--- src/rtl/pgwalk32.sv ---
module pgwalk32 (
  input  logic        clk,
  input  logic        rst_n,
  input  logic        req_valid,
  output logic        req_ready,
  input  logic [31:0] req_va,
  input  logic [1:0]  req_kind,
  input  logic        req_user,
  input  logic [31:0] req_root,
  input  logic        req_big_en,
  output logic        mem_valid,
  output logic        mem_we,
  output logic [31:0] mem_addr,
  output logic [31:0] mem_wdata,
  input  logic        mem_ready,
  input  logic        rsp_valid,
  input  logic [31:0] rsp_data,
  output logic        chk_valid,
  output logic        chk_user_attr,
  output logic        chk_rw_attr,
  output logic [1:0]  chk_kind,
  output logic        chk_priv_user,
  input  logic        chk_allow,
  output logic        done_valid,
  output logic [1:0]  done_code,
  output logic [39:0] done_pa,
  output logic        done_large,
  output logic        done_user_attr,
  output logic        done_rw_attr,
  output logic [31:0] done_va
);
  localparam int B_P  = 0;
  localparam int B_RW = 1;
  localparam int B_US = 2;
  localparam int B_A  = 5;
  localparam int B_D  = 6;
  localparam int B_PS = 7;
  localparam int B_RSV = 21;
  localparam logic [1:0] K_WRITE = 2'd1;
  localparam logic [1:0] F_NONE = 2'd0, F_NP = 2'd1, F_RSV = 2'd2, F_DENY = 2'd3;

  typedef enum logic [3:0] {
    S_IDLE, S_RDIR, S_WDIR, S_ADIR, S_RTBL, S_WTBL, S_CHK, S_WBL, S_FIN
  } st_t;

  st_t         st;
  logic [31:0] va_q, root_q, dir_q, leaf_q;
  logic [1:0]  kind_q, fault_q;
  logic        user_q, big_q, large_q;

  logic [31:0] dir_addr, tbl_addr;
  logic        need_wb;

  assign dir_addr = {root_q[31:12], va_q[31:22], 2'b00};
  assign tbl_addr = {dir_q[31:12], va_q[21:12], 2'b00};
  assign need_wb  = !leaf_q[B_A] || (kind_q == K_WRITE && !leaf_q[B_D]);

  always_ff @(posedge clk or negedge rst_n) begin
    if (!rst_n) begin
      st      <= S_IDLE;
      va_q    <= '0;
      root_q  <= '0;
      dir_q   <= '0;
      leaf_q  <= '0;
      kind_q  <= '0;
      fault_q <= F_NONE;
      user_q  <= 1'b0;
      big_q   <= 1'b0;
      large_q <= 1'b0;
    end else begin
      case (st)
        S_IDLE: if (req_valid) begin
          va_q    <= req_va;
          root_q  <= req_root;
          kind_q  <= req_kind;
          user_q  <= req_user;
          big_q   <= req_big_en;
          large_q <= 1'b0;
          fault_q <= F_NONE;
          st      <= S_RDIR;
        end
        S_RDIR: if (mem_ready) st <= S_WDIR;
        S_WDIR: if (rsp_valid) begin
          dir_q <= rsp_data;
          if (!rsp_data[B_P]) begin
            fault_q <= F_NP;
            st      <= S_FIN;
          end else if (rsp_data[B_PS] && big_q) begin
            large_q <= 1'b1;
            leaf_q  <= rsp_data;
            if (rsp_data[B_RSV]) begin
              fault_q <= F_RSV;
              st      <= S_FIN;
            end else begin
              st <= S_CHK;
            end
          end else if (!rsp_data[B_A]) begin
            st <= S_ADIR;
          end else begin
            st <= S_RTBL;
          end
        end
        S_ADIR: if (mem_ready) begin
          dir_q[B_A] <= 1'b1;
          st <= S_RTBL;
        end
        S_RTBL: if (mem_ready) st <= S_WTBL;
        S_WTBL: if (rsp_valid) begin
          leaf_q <= rsp_data;
          if (!rsp_data[B_P]) begin
            fault_q <= F_NP;
            st      <= S_FIN;
          end else begin
            st <= S_CHK;
          end
        end
        S_CHK: st <= (chk_allow && need_wb) ? S_WBL : S_IDLE;
        S_WBL: if (mem_ready) begin
          fault_q <= F_NONE;
          st      <= S_FIN;
        end
        S_FIN: st <= S_IDLE;
        default: st <= S_IDLE;
      endcase
    end
  end

  assign req_ready = (st == S_IDLE);
  assign mem_valid = (st == S_RDIR) || (st == S_ADIR) || (st == S_RTBL) || (st == S_WBL);
  assign mem_we    = (st == S_ADIR) || (st == S_WBL);
  assign mem_addr  = (st == S_RTBL) ? tbl_addr :
                     (st == S_WBL && !large_q) ? tbl_addr : dir_addr;
  assign mem_wdata = (st == S_ADIR) ? (dir_q | (32'h1 << B_A)) :
                     (leaf_q | (32'h1 << B_A) | ((kind_q == K_WRITE) ? (32'h1 << B_D) : 32'h0));

  assign chk_valid      = (st == S_CHK);
  assign chk_user_attr  = done_user_attr;
  assign chk_rw_attr    = done_rw_attr;
  assign chk_kind       = kind_q;
  assign chk_priv_user  = user_q;

  assign done_valid     = (st == S_FIN) || (st == S_CHK && !(chk_allow && need_wb));
  assign done_code      = (st == S_FIN) ? fault_q : (chk_allow ? F_NONE : F_DENY);
  assign done_large     = large_q;
  assign done_user_attr = large_q ? dir_q[B_US] : (dir_q[B_US] & leaf_q[B_US]);
  assign done_rw_attr   = large_q ? dir_q[B_RW] : (dir_q[B_RW] & leaf_q[B_RW]);
  assign done_pa        = large_q ? {leaf_q[20:13], leaf_q[31:22], va_q[21:0]}
                                  : {8'h00, leaf_q[31:12], va_q[11:0]};
  assign done_va        = va_q;

  AST_REQ_HOLD: assert property (@(posedge clk) disable iff (!rst_n)
    mem_valid && !mem_ready |=> mem_valid && $stable(mem_addr) && $stable(mem_we));
  AST_WB_ACCESSED: assert property (@(posedge clk) disable iff (!rst_n)
    mem_valid && mem_we |-> mem_wdata[B_A]);
  AST_DIRTY_ON_WRITE_ONLY: assert property (@(posedge clk) disable iff (!rst_n)
    (st == S_WBL) && (kind_q != K_WRITE) |-> mem_wdata[B_D] == leaf_q[B_D]);
  AST_RSV_ONLY_LARGE: assert property (@(posedge clk) disable iff (!rst_n)
    done_valid && done_code == F_RSV |-> done_large);
  AST_NP_NO_WRITE: assert property (@(posedge clk) disable iff (!rst_n)
    (st == S_FIN) && (fault_q == F_NP) |-> $past(st) != S_WBL);
  AST_DONE_QUIET: assert property (@(posedge clk) disable iff (!rst_n)
    done_valid |-> !mem_valid);
  AST_DENY_NO_WRITE: assert property (@(posedge clk) disable iff (!rst_n)
    chk_valid && !chk_allow |=> !mem_valid);
endmodule

--- config.mk ---
export PLATFORM = sky130hd
export DESIGN_NAME = pgwalk32
export DESIGN_NICKNAME = d
export VERILOG_FILES = /design/src/rtl/pgwalk32.sv
export SDC_FILE = /design/constraint.sdc
export NUM_CORES = 1
export LEC_CHECK = 0
export ABC_CLOCK_PERIOD_IN_PS = 2150
export BUFFER_PORTS_ARGS = -buffer_cell sky130_fd_sc_hd__buf_2
export CAP_MARGIN = 20
export CORE_UTILIZATION = 23
export CTS_BUF_LIST = sky130_fd_sc_hd__clkbuf_8
export DETAILED_ROUTE_END_ITERATION = 10
export GPL_ROUTABILITY_DRIVEN = 0
export GPL_TIMING_DRIVEN = 0
export SYNTH_ARGS = -nofsm -noshare
export SYNTH_HDL_FRONTEND = slang
export SYNTH_SLANG_ARGS = --single-unit
--- constraint.sdc ---
create_clock -name clk -period 2.15 [get_ports clk]
set_input_delay 0.215 -clock clk [delete_from_list [all_inputs] [get_ports clk]]
set_output_delay 0.215 -clock clk [all_outputs]
set_load 0.005 [all_outputs]
* Yosys cells after proc, flatten, opt, wreduce, memory -nomap -nowiden *
Cells that the tools add are included.

storage, ports and cells
  output and inout port bits = 151
  logic and storage cells = 101
  flip-flop bits (word level) = 138
  input bits = 106

operators by class
  eq/ne operators = 21
  mux-type cells = 42
  bitwise gates (word level) = 3
  reductions and logical operators = 25

operators by type and width
  kind                                            number
  2-to-1 mux 32 bit                               7
  case mux 32 bit (2 select lines)                1
  2-to-1 mux 4 bit                                11
  2-to-1 mux 40 bit                               1
  OR 32 x 7 -> 32 bit                             1
  case mux 4 bit (8 select lines)                 1
  2-to-1 mux 2 bit                                10
  inequality test 2 bit (second input constant)   10
  == test 4 x 3 -> 1 bit (second input constant)  4
  AND reduction 5 bit                             2
  == test 4 x 2 -> 1 bit (second input constant)  2
  case mux 2 bit (4 select lines)                 1
  AND reduction 8 bit                             1
  2-to-1 mux 7 bit                                1
  AND reduction 7 bit                             1
  logical OR 1 bit                                6
  2-to-1 mux 1 bit                                6
  2-to-1 mux 3 bit                                2
  inequality test 3 bit (second input constant)   2
  logical AND 1 bit                               5
  == test 4 x 1 -> 1 bit (second input constant)  1
  == test 4 bit (second input constant)           1
  zero test 1 bit                                 4
  zero test 4 bit                                 1
  other kinds (6)                                 9

* Longest topological paths before layout *
  depth after elaboration = 7
  depth in mapped cells = 7
  mapped depth without buffers = 4

* Worst setup path before layout *
No wires, ideal clock.

  kind = register -> output
  start point = register st[0]
  end point = output mem_wdata[10]
  buffers on the path = 2
  data required time = 1.935 ns
  cell stages (with the launch flop) = 6
  arrival = 1.638 ns
  slack = 0.297 ns
  path through = dfrtp_1 > buf_2 > nand2_1 > nor3_1 > buf_2 > mux2_2

on the way
  longest elaborated chain between the ends = 2

ends and longest elaborated chain
  element                 line  text
  from (decl)             46    st_t st;
  from (signal assigned)  117   S_CHK: st <= (chk_allow && need_wb) ? S_WBL : S_IDLE;
  == test 4 x 2 -> 1 bit  -
  2-to-1 mux 32 bit       133   assign mem_wdata = (st == S_ADIR) ? (dir_q | (32'h1 << B_A)) :
  to (decl)               14    output logic [31:0] mem_wdata,

No other way between the ends.

* Final worst setup path *
  start point = register st[0]
  end point = output mem_addr[18]

on the way
  longest elaborated chain between the ends = 4
  elaborated cells on any way between the ends = 5
  classes of those cells = eq/ne: 2; mux: 2; reduce/logical: 1

ends and longest elaborated chain
  element                 line  text
  == test 4 x 3 -> 1 bit  132   (st == S_WBL && !large_q) ? tbl_addr : dir_addr;
  logical AND 1 bit       132
  2-to-1 mux 32 bit       132
  2-to-1 mux 32 bit (*)   131   assign mem_addr = (st == S_RTBL) ? tbl_addr :
  to (decl)               13    output logic [31:0] mem_addr,

Mark *: on every way between the ends. The rest lies on a longest branch, timed or not.

==> results by group <==
Finish
  – N_diodes: 0
  – Fillers: 2604
  – Layout cells sized above 1: 65.93%
  – Final Core Density: 38.13%
  – Multi-input logic area: 0.003107 sq mm
  – Area delta synth->final: 62.05%
  – Nets: 947
  – Register Area: 0.003154 sq mm

Global routing
  – Initial antenna violation count: 1
  – Vias in the first global route: 5518
  – Global Route Usage Sum: 14.98%
  – Largest net degree at the start of global routing: 68
  – First-pass GRT wire length: 31870 microns
  – Global route overflow: 0

Synthesis
  – Ys Warns: 0
  – Mapped Area: 0.006376 sq mm
  – Ys flop type: dfrtp_1
  – Number of synthesized register bits: 126
  – Post-synthesis cell type count: 44
  – Mapped Cells: 470
  – Sequential fraction of the synthesis area: 49.45%
  – Async S/R FF share, synth: 100.0%
  – EDFF count, synth: 0
  – Synth Area per Inst: 13.57 sq um

Floorplanning
  – Core Region: 0.02710 sq mm
  – Row Count: 60
  – DIE AREA: 0.02839 sq mm
  – DIE HEIGHT: 168.5 microns
  – Ports: 257
  – Die Wd: 168.5 microns
  – Initial Util: 23.53%

Place
  – PortBufs: 240
  – Post-DP HPWL: 13810 microns

Timing
  – Fmax: 0.4395 GHz
  – Final setup viols: 53
  – Final Max Slew Viols: 0
  – Hold slack: 0.04190 ns
  – Tcrit/Tclk final: 105.8%
  – Worst-margin pin slew: 0.6498 ns
  – RSZ-0062 raised after global routing: yes
  – Setup WS post-layout: -0.1256 ns
  – Final hold vios: 0
  – Period minus WS final: 2.276 ns
  – Max-slew headroom: 56.68%
  – Post-route clock skew: 0.01060 ns

Drt
  – Post-DRT Antenna Nets: 0
  – Via Count: 5213
  – Final wirelength: 21120 microns
  – Wire length per cell: 17.23 microns
  – DRC: 0
  – First-pass DRT Iterations: 4
  – Initial DRC Count: 182
  – Vias per inst: 4.252

Worst setup path
  – Critical Path Start Type: flip-flop
  – CP endpoint: mem_addr[18]
  – CP max FO: 5
  – Kind of critical path: flip-flop to output port
  – Reg2Reg Capture Point: done_va[10]$_DFFE_PN0P_
  – R2R depth: 7
  – WP data required: 1.93 ns
  – Crit path DAT: 2.06 ns
  – R2R Path Start: st[0]$_DFFE_PN0P_
  – Reg2Reg Setup Slack: 0.13 ns
  – CP Launch Point: st[0]$_DFFE_PN0P_
  – Worst setup EP type: output port

Clocking
  – H-tree depth: 4
  – Root buffer cell: clkbuf_8
  – Num CTS Buffers: 17
  – Worst-path clk slew: 0.08 ns
  – Clock Sinks: 126
  – CTS tree: done
  – CTS Buffer Depth: 2
  – Worst-skew pair later-pin latency: 0.44 ns

Power and ir drop
  – P_leak: 4.983 nW
  – Power Dens Cells: 1396 mW/mm^2
  – VDD IR max: 0.0006556 V

Flow run
  – # Max-Cap Violations: 0

Run status
  – Violated checks: setup timing
  – Outcome: complete, but fails checks

Hold path
  – Hold/Removal Path Class: input port to flip-flop
[worst max-delay path: stages (launching register included)]
cell,delay [ns]
dfrtp_1,0.40
buf_6,0.14
nand2_4,0.10
nor2_2,0.04
o21a_4,0.23
buf_12,0.15
buf_12,0.14
mux2_4,0.30
buf_6,0.12
[metrics by stage]
step	total power, mW	TNS (ns)	area [sq um]	setup slack (ns)	std cells
finish	14.42	-4.699	10330	-0.1256	1226
CTS	14.29	-7.292	10190	-0.1848	1221
global placement	10.22	-152.70	8046	-1.026	1083
detailed placement	10.33	-25.94	8080	-0.5931	1084
global route	15.35	-11.33	10330	-0.2237	1226
floorplan	7.875	0	6380	0.2972	471
[report_power, final]
part           switching, mW  total [mW]  internal (mW)
registers              0.913        4.46           3.55
logic                   2.75        7.75           5.00
clock network           1.06        2.21           1.14
[cells in the mapped netlist (2+ instances only)]
cell type,instances,area share [%]
mux2_2,157,28
a21oi_1,6,0.47
nand3_1,4,0.31
dfrtp_1,126,49
buf_1,2,0.12
nor2b_1,2,0.20
a31o_2,2,0.27
o21ai_0,5,0.39
nand4_1,4,0.39
a22o_1,3,0.41
mux2i_1,4,0.63
a31oi_1,2,0.20
clkbuf_1,8,0.47
a21o_1,2,0.24
buf_4,27,3.2
nor3b_1,2,0.24
conb_1,2,0.12
nand2_1,14,0.82
and2_1,9,0.88
buf_6,3,0.53
or3b_2,2,0.27
nor3_1,2,0.16
mux2_4,30,7.1
buf_2,16,1.3
inv_1,7,0.41
o21a_1,3,0.35
nor2_1,7,0.41
o31ai_1,2,0.24
nand3b_1,2,0.24
[timing repair]
item | in CTS | in global routing
gates cloned | 4 | 1
gates resized for setup | 149 | 32
pin swaps | 3 | 5
hold buffers | 83 | 0
endpoints found under the setup margin | 163 | 97
hold endpoints to repair | 164 | 0
buffers inserted | 18 | 6
[metal layers]
metal	global-route usage [%]	wire length, microns	vias up	share of wire, %
met5	0	0	-	0
met3	3.554	986	26	4.7
met1	18.68	9382	2613	44
met4	4.822	350	0	1.7
li1	-	-	2395	-
met2	25.46	10400	179	49
[placed cells by master (no fill, tap or decap), types with 4 or more instances in the layout]
| master | synthesis | routed |
|---|---|---|
| buf_2 | 16 | 197 |
| dfrtp_1 | 126 | 125 |
| mux2_2 | 157 | 111 |
| dlygate4sd3_1 | 0 | 83 |
| mux2_4 | 30 | 76 |
| buf_6 | 3 | 53 |
| buf_4 | 27 | 49 |
| clkbuf_8 | 0 | 18 |
| buf_12 | 0 | 10 |
| inv_1 | 7 | 9 |
| nand2_1 | 14 | 9 |
| and2_1 | 9 | 8 |
| a21oi_1 | 6 | 5 |
| nor2_1 | 7 | 5 |
| clkbuf_2 | 0 | 4 |
| o21ai_0 | 5 | 4 |
| nand3_1 | 4 | 4 |
| mux2i_1 | 4 | 4 |
| nand4_1 | 4 | 4 |
| clkinv_4 | 0 | 4 |
[layout make-up]
| class | count | area share (%) |
|---|---|---|
| multi-input cells | 282 | 30.07 |
| inverters | 7 | 0.2543 |
| clock inverters | 15 | 1.683 |
| flip-flops and latches | 126 | 30.53 |
| repair buffers | 351 | 25.81 |
| clock buffers | 17 | 2.264 |
| plain buffers | 56 | 4.892 |
| well taps | 372 | 4.505 |
[how the worst min path moves through the flow]
stage | start | cells past startpoint | endpoint | slack (ns)
floorplan | rst_n | 0 | big_q$_DFFE_PN0P_ | -0.08
CTS | req_big_en | 2 | big_q$_DFFE_PN0P_ | 0.002
finish | req_big_en | 2 | big_q$_DFFE_PN0P_ | 0.04
detailed placement | rst_n | 1 | root_q[16]$_DFFE_PN0P_ | 0.24
global placement | req_va[31] | 2 | done_va[31]$_DFFE_PN0P_ | 0.45
global route | req_big_en | 2 | big_q$_DFFE_PN0P_ | 0.01
[registers in the layout (all words and copies together) (netlist names)]
register	flops
big_q	1
chk_kind	2
chk_priv_user	1
dir_q	31
done_large	1
done_va	32
fault_q	2
leaf_q	32
root_q	20
st	4
[cell families (layout without fill, tap and decap cells)]
group	after synthesis	count (layout)	share of synthesized area (%)
multiplexers	191	191	35.42
flip-flops	126	126	49.45
buffers and inverters	63	446	5.966
AND/OR/NAND/NOR	55	55	5.337
AO/OA/AOI/OAI	33	33	3.709
other	2	3	0.1178
(Power assumes the default switching activity.)
